**src/rtl/ipmb_resp_pkg.sv**
```systemverilog
// Shared constants and state encoding for the IPMB request responder.
// Assumes: frame layout is fixed at ten bytes; header needs five bytes.
package ipmb_resp_pkg;
    localparam int FRAME_LEN = 10;
    localparam int HDR_LEN   = 5;

    localparam logic [7:0] CC_SUCCESS = 8'h00;
    localparam logic [7:0] FILL_55    = 8'h55;
    localparam logic [7:0] READ_FILL  = 8'hFF;

    typedef enum logic [2:0] {
        TX_IDLE,
        TX_REQ,
        TX_ADDR,
        TX_WAIT,
        TX_DATA,
        TX_STOP
    } tx_state_e;
endpackage

```
**src/rtl/ipmb_rx_capture.sv**
```systemverilog
// Slave-side capture of an incoming request write.
// Counts bytes of the current write (saturating at RX_DEPTH) and keeps the
// first HDR_LEN bytes, which are all the reply needs. Flags the end of a
// write as either usable or short.
// Assumes: s_start, s_data_vld and s_stop are mutually exclusive strobes.
module ipmb_rx_capture
    import ipmb_resp_pkg::*;
#(
    parameter int RX_DEPTH = 512,
    localparam int CW = $clog2(RX_DEPTH + 1)
) (
    input  logic                      clk,
    input  logic                      rst_n,
    input  logic                      s_start,
    input  logic                      s_data_vld,
    input  logic [7:0]                s_data,
    input  logic                      s_stop,
    output logic [HDR_LEN-1:0][7:0]   hdr_o,
    output logic                      good_end_o,
    output logic                      short_end_o
);
    logic [CW-1:0] rx_cnt;

    // Byte count for the current write; cleared by a new start.
    always_ff @(posedge clk) begin
        if (!rst_n) begin
            rx_cnt <= '0;
        end else if (s_start) begin
            rx_cnt <= '0;
        end else if (s_data_vld && (rx_cnt < CW'(RX_DEPTH))) begin
            rx_cnt <= rx_cnt + 1'b1;
        end
    end

    // One register per header position, loaded when its byte arrives.
    for (genvar g = 0; g < HDR_LEN; g++) begin : g_hdr
        always_ff @(posedge clk) begin
            if (!rst_n || s_start) begin
                hdr_o[g] <= '0;
            end else if (s_data_vld && (rx_cnt == CW'(g))) begin
                hdr_o[g] <= s_data;
            end
        end
    end

    // End-of-write classification by captured length.
    always_comb begin
        good_end_o  = s_stop && (rx_cnt >= CW'(HDR_LEN));
        short_end_o = s_stop && (rx_cnt <  CW'(HDR_LEN));
    end

    p_cnt_bound_r1: assert property (@(posedge clk) disable iff (!rst_n)
        rx_cnt <= CW'(RX_DEPTH));

    p_start_zero_r1: assert property (@(posedge clk) disable iff (!rst_n)
        s_start |=> !good_end_o);
endmodule

```
**src/rtl/ipmb_frame_build.sv**
```systemverilog
// Combinational assembly of the ten-byte completion frame from the captured
// header. Byte 0 holds the full 8-bit requester address; the master later
// uses its upper seven bits as the target.
// Assumes: hdr_i is stable whenever the result is sampled.
module ipmb_frame_build
    import ipmb_resp_pkg::*;
(
    input  logic [HDR_LEN-1:0][7:0]   hdr_i,
    input  logic [7:0]                own_addr,
    output logic [FRAME_LEN-1:0][7:0] frame_o
);
    logic [7:0] hdr_sum;
    logic [7:0] all_sum;

    // Field placement, then two's-complement checksums over the full bytes.
    always_comb begin
        frame_o    = '0;
        frame_o[0] = hdr_i[2];
        frame_o[1] = {hdr_i[0][7:2] + 6'd1, 2'b00};
        hdr_sum    = frame_o[0] + frame_o[1];
        frame_o[2] = 8'h00 - hdr_sum;
        frame_o[3] = own_addr;
        frame_o[4] = {hdr_i[3][7:2], 2'b00};
        frame_o[5] = hdr_i[4];
        frame_o[6] = CC_SUCCESS;
        frame_o[7] = FILL_55;
        frame_o[8] = 8'h00;
        all_sum    = 8'h00;
        for (int i = 0; i < FRAME_LEN - 1; i++) begin
            all_sum = all_sum + frame_o[i];
        end
        frame_o[FRAME_LEN-1] = 8'h00 - all_sum;
    end
endmodule

```
**src/rtl/ipmb_tx_master.sv**
```systemverilog
// Master-side sender. Latches a frame, requests the bus, issues a start to
// the 7-bit target, then sends bytes 1..FRAME_LEN-1, each after an
// acknowledge. Any NACK or the last acknowledge leads to a stop, bus release
// and clearing of buffer and position.
// Assumes: m_ack_vld arrives only while a start or byte is outstanding.
module ipmb_tx_master
    import ipmb_resp_pkg::*;
#(
    localparam int PW = $clog2(FRAME_LEN)
) (
    input  logic                      clk,
    input  logic                      rst_n,
    input  logic                      load_i,
    input  logic [FRAME_LEN-1:0][7:0] frame_i,
    output logic                      bus_req,
    input  logic                      bus_gnt,
    output logic                      m_start,
    output logic [6:0]                m_addr,
    output logic                      m_data_vld,
    output logic [7:0]                m_data,
    input  logic                      m_ack_vld,
    input  logic                      m_nack,
    output logic                      m_stop
);
    localparam logic [PW-1:0] LAST = PW'(FRAME_LEN - 1);

    tx_state_e                 state;
    logic [FRAME_LEN-1:0][7:0] frame_q;
    logic [PW-1:0]             pos;

    // Sequencer: request, start, byte/acknowledge loop, stop.
    always_ff @(posedge clk) begin
        if (!rst_n) begin
            state   <= TX_IDLE;
            frame_q <= '0;
            pos     <= '0;
        end else begin
            case (state)
                TX_IDLE: if (load_i) begin
                    frame_q <= frame_i;
                    pos     <= '0;
                    state   <= TX_REQ;
                end
                TX_REQ:  if (bus_gnt) state <= TX_ADDR;
                TX_ADDR: state <= TX_WAIT;
                TX_DATA: state <= TX_WAIT;
                TX_WAIT: if (m_ack_vld) begin
                    if (m_nack || pos == LAST) begin
                        state <= TX_STOP;
                    end else begin
                        pos   <= pos + 1'b1;
                        state <= TX_DATA;
                    end
                end
                TX_STOP: begin
                    frame_q <= '0;
                    pos     <= '0;
                    state   <= TX_IDLE;
                end
                default: state <= TX_IDLE;
            endcase
        end
    end

    // Output strobes and byte selection decoded from the sequencer.
    always_comb begin
        bus_req    = (state != TX_IDLE);
        m_start    = (state == TX_ADDR);
        m_data_vld = (state == TX_DATA);
        m_stop     = (state == TX_STOP);
        m_addr     = frame_q[0][7:1];
        m_data     = (pos <= LAST) ? frame_q[pos] : 8'h00;
    end

    p_one_strobe_r7: assert property (@(posedge clk) disable iff (!rst_n)
        $onehot0({m_start, m_data_vld, m_stop}));

    p_start_granted_r6: assert property (@(posedge clk) disable iff (!rst_n)
        m_start |-> $past(bus_gnt));

    p_nack_stops_r8: assert property (@(posedge clk) disable iff (!rst_n)
        (state == TX_WAIT && m_ack_vld && m_nack) |=> m_stop);

    p_release_r7: assert property (@(posedge clk) disable iff (!rst_n)
        m_stop |=> !bus_req);

    p_frame_hold_r10: assert property (@(posedge clk) disable iff (!rst_n)
        (bus_req && !m_stop) |=> $stable(frame_q));
endmodule

```
**src/rtl/ipmb_responder.sv**
```systemverilog
// Top of the IPMB request responder: slave capture, frame assembly and
// master sender, plus the short-request error pulse and the read fill byte.
// Assumes: a write that ends while a reply is in flight is not answered.
module ipmb_responder
    import ipmb_resp_pkg::*;
#(
    parameter int RX_DEPTH = 512
) (
    input  logic       clk,
    input  logic       rst_n,
    input  logic [7:0] own_addr,
    input  logic       s_start,
    input  logic       s_data_vld,
    input  logic [7:0] s_data,
    input  logic       s_stop,
    output logic [7:0] s_rd_data,
    output logic       bus_req,
    input  logic       bus_gnt,
    output logic       m_start,
    output logic [6:0] m_addr,
    output logic       m_data_vld,
    output logic [7:0] m_data,
    input  logic       m_ack_vld,
    input  logic       m_nack,
    output logic       m_stop,
    output logic       short_err
);
    logic [HDR_LEN-1:0][7:0]   hdr;
    logic [FRAME_LEN-1:0][7:0] frame;
    logic                      good_end;
    logic                      short_end;

    ipmb_rx_capture #(.RX_DEPTH(RX_DEPTH)) u_rx (
        .clk         (clk),
        .rst_n       (rst_n),
        .s_start     (s_start),
        .s_data_vld  (s_data_vld),
        .s_data      (s_data),
        .s_stop      (s_stop),
        .hdr_o       (hdr),
        .good_end_o  (good_end),
        .short_end_o (short_end)
    );

    ipmb_frame_build u_build (
        .hdr_i    (hdr),
        .own_addr (own_addr),
        .frame_o  (frame)
    );

    ipmb_tx_master u_tx (
        .clk        (clk),
        .rst_n      (rst_n),
        .load_i     (good_end),
        .frame_i    (frame),
        .bus_req    (bus_req),
        .bus_gnt    (bus_gnt),
        .m_start    (m_start),
        .m_addr     (m_addr),
        .m_data_vld (m_data_vld),
        .m_data     (m_data),
        .m_ack_vld  (m_ack_vld),
        .m_nack     (m_nack),
        .m_stop     (m_stop)
    );

    // One-cycle error pulse for a request too short to answer.
    always_ff @(posedge clk) begin
        if (!rst_n) short_err <= 1'b0;
        else        short_err <= short_end;
    end

    assign s_rd_data = READ_FILL;

    p_req_after_end_r6: assert property (@(posedge clk) disable iff (!rst_n)
        $rose(bus_req) |-> $past(s_stop));

    p_short_no_req_r9: assert property (@(posedge clk) disable iff (!rst_n)
        short_err |-> !$rose(bus_req));
endmodule

```
**config.mk**
```make
export PLATFORM = sky130hd
export DESIGN_NAME = ipmb_responder
export DESIGN_NICKNAME = d
export VERILOG_FILES = /design/src/rtl/ipmb_resp_pkg.sv /design/src/rtl/ipmb_rx_capture.sv /design/src/rtl/ipmb_frame_build.sv /design/src/rtl/ipmb_tx_master.sv /design/src/rtl/ipmb_responder.sv
export SDC_FILE = /design/constraint.sdc
export NUM_CORES = 1
export LEC_CHECK = 0
export ABC_AREA = 1
export ABC_CLOCK_PERIOD_IN_PS = 9100
export BUFFER_PORTS_ARGS = -buffer_cell sky130_fd_sc_hd__buf_4
export CORE_MARGIN = 5
export CORE_UTILIZATION = 65
export CTS_CLUSTER_DIAMETER = 120
export DETAILED_ROUTE_END_ITERATION = 7
export PLACE_DENSITY = 0.9
export SETUP_SLACK_MARGIN = 0.02
export SKIP_LAST_GASP = 1
export SYNTH_ARGS = -nofsm -noshare
export SYNTH_HDL_FRONTEND = slang
export SYNTH_SLANG_ARGS = --single-unit
```
**constraint.sdc**
```tcl
create_clock -name clk -period 9.1 [get_ports clk]
set_input_delay 0.91 -clock clk [delete_from_list [all_inputs] [get_ports clk]]
set_output_delay 0.91 -clock clk [all_outputs]
set_load 0.01 [all_outputs]
```
==> results of run 1 <==
metal layers:
| metal | GRT usage | share of wire | vias to the layer above |
|---|---|---|---|
| li1 | - | - | 2573 |
| met1 | 0.348 | 0.41 | 2419 |
| met2 | 0.428 | 0.47 | 242 |
| met3 | 0.0602 | 0.090 | 47 |
| met4 | 0.117 | 0.032 | 0 |
| met5 | 0 | 0 | - |
logic make-up after synthesis:
| logic type | count (synthesis) | share of synthesized area |
|---|---|---|
| xor gates and xnor gates | 17 | 0.0260 |
| other | 1 | 0.000654 |
| adders and majority gates | 48 | 0.130 |
| AOI/OAI and AO/OA | 178 | 0.162 |
| DFF | 98 | 0.342 |
| and+or+nand+nor | 291 | 0.225 |
| buffers and inverters | 148 | 0.115 |
state kept, by name, indices dropped and copies added, names as in the netlist:
name          cells
u_tx.frame_q     45
short_err         1
u_tx.state        3
u_rx.hdr_o       28
u_tx.pos          4
u_rx.rx_cnt      10
u_tx.m_addr       7
report_power, final:
group | switching [mW] | total, mW | internal, mW
registers | 0.00202 | 0.433 | 0.431
logic | 0.117 | 0.193 | 0.0758
clock network | 0.152 | 0.267 | 0.115
worst paths after layout:
check	to	depth (start not counted)	startpoint
max	u_tx.frame_q[79]	23	u_rx.hdr_o[2]
max reg2reg	u_tx.frame_q[79]	23	u_rx.hdr_o[2]
min reg2reg	u_tx.frame_q[36]	2	u_rx.hdr_o[28]
min	u_tx.frame_q[36]	2	u_rx.hdr_o[28]
layout make-up:
cell class                 instances  area (sq um)
clock inverter                     5          37.5
clock buffer                      11           151
sequential                        98          1960
tap                              108           135
inverter                          96           363
fill                             705          2540
timing repair buffer              46           345
multi-input combinational        542          3150
placed cells by master, fill, tap and decap left out, types with 10 or more instances in the layout:
master | Yosys | layout
fa_1 | 19 | 19
ha_1 | 29 | 29
o21ai_0 | 62 | 62
inv_1 | 90 | 90
nor2_1 | 52 | 52
clkbuf_8 | 0 | 11
nand2_1 | 123 | 123
buf_4 | 20 | 46
a21oi_1 | 95 | 95
o22ai_1 | 10 | 10
dfxtp_1 | 98 | 98
nand3_1 | 85 | 84
worst min-delay path: stages (launching register included):
cell and delay, ns:
dfxtp_1 0.32, nand2_1 0.06, a21oi_1 0.05
metrics by stage:
stage | hold WS, ns | utilization | area, sq um
global route | 0.492 | 0.707 | 6140
CTS | 0.474 | 0.707 | 6140
finish | 0.477 | 0.707 | 6140
global placement | 0.456 | 0.686 | 5950
floorplan | 0.441 | - | 5760
detailed placement | 0.460 | 0.686 | 5950
==> results.json, run 1 <==
{
  "required_ns": 9.34,
  "antenna_found_initial": 0,
  "die_y_um": 104,
  "die_x_um": 104,
  "synth.avg_cell_area_sq_um": 7.34,
  "area_growth_pct": 7.07,
  "r2r_slack_ns": 4.34,
  "netlist.area_leader.share": 0.342,
  "drv_slew": 0,
  "period_needed_ns": 4.76,
  "fin_skew_ns": 0.0140,
  "nets": 865,
  "slowest_delay_ns": 0.55,
  "grt_pass1_vias": 4985,
  "wl_um": 14400,
  "path_cells": "ha_1 -> xor2_1 -> ha_1 -> nand3_1 -> nand3_1 -> nand2_1 -> nand2_1 -> nor3_1 -> xor2_1 -> fa_1 -> fa_1 -> fa_1 -> inv_1 -> ha_1 -> nand2_1 -> inv_1 -> nand3_1 -> nand3_1 -> nand4_1 -> nand2_1 -> nand2_1 -> nand3_1 -> a21oi_1",
  "postCtsHoldBufs": 0,
  "cp_top_family": "adder cells",
  "crit_buf_inv": 2,
  "htree_num_levels": 3,
  "clk_pin_slew_ns": 0.10,
  "ys_types": 38,
  "grt_pass1_wl_um": 24000,
  "drt_iter0_drc": 393,
  "yosys-top-cells-count": "nand2_1, dfxtp_1, a21oi_1, inv_1, nand3_1",
  "clock.fmax_ghz": 0.210,
  "cts_made_buffers": 9,
  "first_pass_iters": 5,
  "yosys-top-cells-area": "dfxtp_1, a21oi_1, nand2_1",
  "yosysSeqAreaShare": 0.342,
  "clkLatencyLatePin_ns": 0.37,
  "cts.sinks": 98,
  "cp_slowest_cell": "fa_1",
  "setup_slack_ns": 4.34,
  "syn-cell-area_sq_um": 5730,
  "root_buffer": "clkbuf_8",
  "yosysWarnings": 0,
  "synthCells": 781,
  "criticalPathCategory": "reg -> reg",
  "drive_above_1_share": 0.0940,
  "grt_usage": 0.268,
  "crit_fanout": 5,
  "slew_headroom": 0.284,
  "finalNonFillerCells": 906,
  "portBuffers": 43,
  "arrival_ns": 5.00,
  "worst_pin_slew_ns": 1.07,
  "synth_top_flop_cell": "dfxtp_1",
  "diodes": 0,
  "synth.largest_area_cell": "dfxtp_1",
  "yosysMostFrequentCell": "nand2_1",
  "synthArstFlopShare": 0,
  "cts_resized": 0,
  "startpoint_type": "flop",
  "ant_nets": 0,
  "cp-end-kind": "flop",
  "max_cap_violations": 0,
  "rsz0062_at_grt": "false",
  "status": "completed",
  "gp_congestion": 0.932,
  "vias_per_cell": 5.83,
  "core_sq_um": 8680,
  "setup_tns_ns": 0,
  "postCtsSetupBuffers": 0,
  "power.leakage_nw": 2.47,
  "io_pins": 52,
  "cts_tree": "done",
  "placed_cells": 890,
  "start_util": 0.661,
  "grt_overflow": 0,
  "vdd_drop_max_mv": 0.106,
  "rows": 34,
  "synth_edf_count": 0,
  "vias": 5281,
  "drc_errors": 0,
  "grt_max_degree": 57,
  "min_period_over_period": 0.523,
  "routedWlPerCell_um": 15.9,
  "p_per_area_nw_per_um2": 145,
  "cts.path.max_buffers": 2,
  "hold_viol_final": 0,
  "dp_worst_setup_slack_ns": 4.39,
  "yosys_register_bits": 98,
  "setup-violations-final": 0,
  "hold_path_class": "reg -> reg",
  "dieArea_sq_um": 10800,
  "hpwl_um": 10800,
  "power_mw": 0.893
}
(Power assumes the default switching activity.)
==> run 2: changes to the inputs <==
- ABC_CLOCK_PERIOD_IN_PS: 9100 -> 4300
- CORE_UTILIZATION: 65 -> 54
- PLACE_DENSITY: 0.9 -> 0.8
- clock period: 9.1 -> 4.3 ns (I/O delays scaled with it)
==> results.json, run 2 (same netlist as run 1, synthesis figures left out) <==
{
  "status": "finished, violations left",
  "violations": "setup timing",
  "top_register": "u_tx.frame_q",
  "p_per_area_nw_per_um2": 326,
  "hold_viol_final": 0,
  "hold_path_class": "in -> reg",
  "arrival_ns": 4.70,
  "cts_tree": "done",
  "core_sq_um": 10300,
  "setup_tns_ns": -0.273,
  "first_pass_iters": 5,
  "power_mw": 2.28,
  "grt_pass1_wl_um": 26300,
  "slew_headroom": 0.449,
  "utilization": 0.676,
  "grt_usage": 0.258,
  "drt_iter0_drc": 644,
  "dp_worst_setup_slack_ns": -0.240,
  "clock.fmax_ghz": 0.225,
  "period_needed_ns": 4.45,
  "portBuffers": 43,
  "area_growth_pct": 21.8,
  "drc_errors": 0,
  "layout_commonest_cell": "nand2_1",
  "cts.sinks": 98,
  "clkLatencyLatePin_ns": 0.38,
  "cp-end-kind": "flop",
  "die_y_um": 113,
  "start_util": 0.555,
  "required_ns": 4.54,
  "criticalPathCategory": "reg -> reg",
  "antenna_found_initial": 0,
  "wl_um": 17500,
  "cts.path.max_buffers": 2,
  "nets": 929,
  "largest_reg_flops": 45,
  "htree_num_levels": 3,
  "setup-violations-final": 3,
  "grt_overflow": 0,
  "routedWlPerCell_um": 17.6,
  "vdd_drop_max_mv": 0.179,
  "ant_nets": 0,
  "die_x_um": 113,
  "final_cell_mix": "nand2_1, buf_4, dfxtp_1, a21oi_1, inv_1",
  "rows": 37,
  "diodes": 0,
  "drive_above_1_share": 0.217,
  "vias": 5761,
  "grt_max_degree": 58,
  "rsz0062_at_grt": "true",
  "dieArea_sq_um": 12800,
  "grt_pass1_vias": 5280,
  "worst_pin_slew_ns": 0.826,
  "fin_skew_ns": 0.00714,
  "hpwl_um": 10900,
  "power.leakage_nw": 2.84,
  "vias_per_cell": 5.77,
  "min_period_over_period": 1.04,
  "cts_made_buffers": 9,
  "max_cap_violations": 0,
  "hold_slack_ns": 0.287,
  "clk_pin_slew_ns": 0.10,
  "root_buffer": "clkbuf_8",
  "reg_top3": "u_tx.frame_q: 45 flops, u_rx.hdr_o: 28 flops, u_rx.rx_cnt: 10 flops",
  "io_pins": 52,
  "setup_slack_ns": -0.154,
  "startpoint_type": "flop",
  "drv_slew": 0,
  "crit_fanout": 3,
  "gp_congestion": 0.863
}
run 2: cell count changes in the layout (fill, tap and decap cells not counted), moves of 3 or more:
cell	change
nand3_2	+5
xor2_1	-4
nand2_1	-6
dfxtp_1	-3
a21oi_1	-4
inv_1	-10
buf_4	+63
nand2_2	+4
a21oi_2	+4
inv_2	+10
ha_1	-8
ha_4	+7
nand3_1	-7
run 2: path summary, 6_finish.rpt:
check / from / end / cells after the start / slack, ns
hold / removal: s_stop / short_err / 3 / 0.29
hold reg to reg: u_tx.frame_q[60] / u_tx.frame_q[60] / 2 / 0.48
setup reg to reg: u_rx.hdr_o[2] / u_tx.frame_q[79] / 23 / -0.15
setup / recovery: u_rx.hdr_o[2] / u_tx.frame_q[79] / 23 / -0.15
run 2: per-layer routing:
layer | vias up | routed length, um | GRT usage
li1 | 2695 | - | -
met1 | 2695 | 7020 | 0.337
met2 | 304 | 8250 | 0.418
met3 | 67 | 1490 | 0.0476
met4 | 0 | 779 | 0.109
met5 | - | 0 | 0
run 2: cell type report:
type                            count  area, sq um
Multi-Input combinational cell    542         3420
Fill cell                         796         3340
Sequential cell                    98         1970
Timing Repair Buffer              110          830
Inverter                           96          363
Tap cell                          136          170
Clock buffer                       10          138
Clock inverter                      6         90.1
run 2: power breakdown:
part / internal (mW) / total (mW) / switching (mW)
registers: 0.912 / 0.918 / 0.00572
clock network: 0.345 / 0.690 / 0.345
logic: 0.318 / 0.671 / 0.354
total: 1.57 / 2.28 / 0.704
run 2: repair_timing:
action / in CTS / in global routing
gates resized for setup: 23 / 33
hold buffers: 0 / 0
pin swaps: 25 / 35
endpoints found under the setup margin: 2 / 5
setup buffers: 38 / 8
run 2: per-stage QoR:
step | std cells | area, sq um
floorplan | 788 | 5770
global placement | 937 | 6140
detailed placement | 937 | 6140
CTS | 991 | 6770
global route | 998 | 6980
finish | 998 | 6980
run 2: worst max-delay path, cell delays in order (launching register included):
cell     delay (ns)
dfxtp_4        0.38
ha_4           0.17
xor2_4         0.19
ha_4           0.25
nand3_4        0.14
nand3_4        0.11
nand2_2        0.09
nand2_2        0.08
nor3_4         0.26
xor2_2         0.13
fa_1           0.56
fa_1           0.43
fa_1           0.53
inv_2          0.05
ha_4           0.27
nand2_2        0.05
inv_2          0.06
nand3_2        0.06
nand3_2        0.10
nand4_1        0.13
nand2_1        0.09
nand2_1        0.05
nand3_1        0.07
a21oi_1        0.06
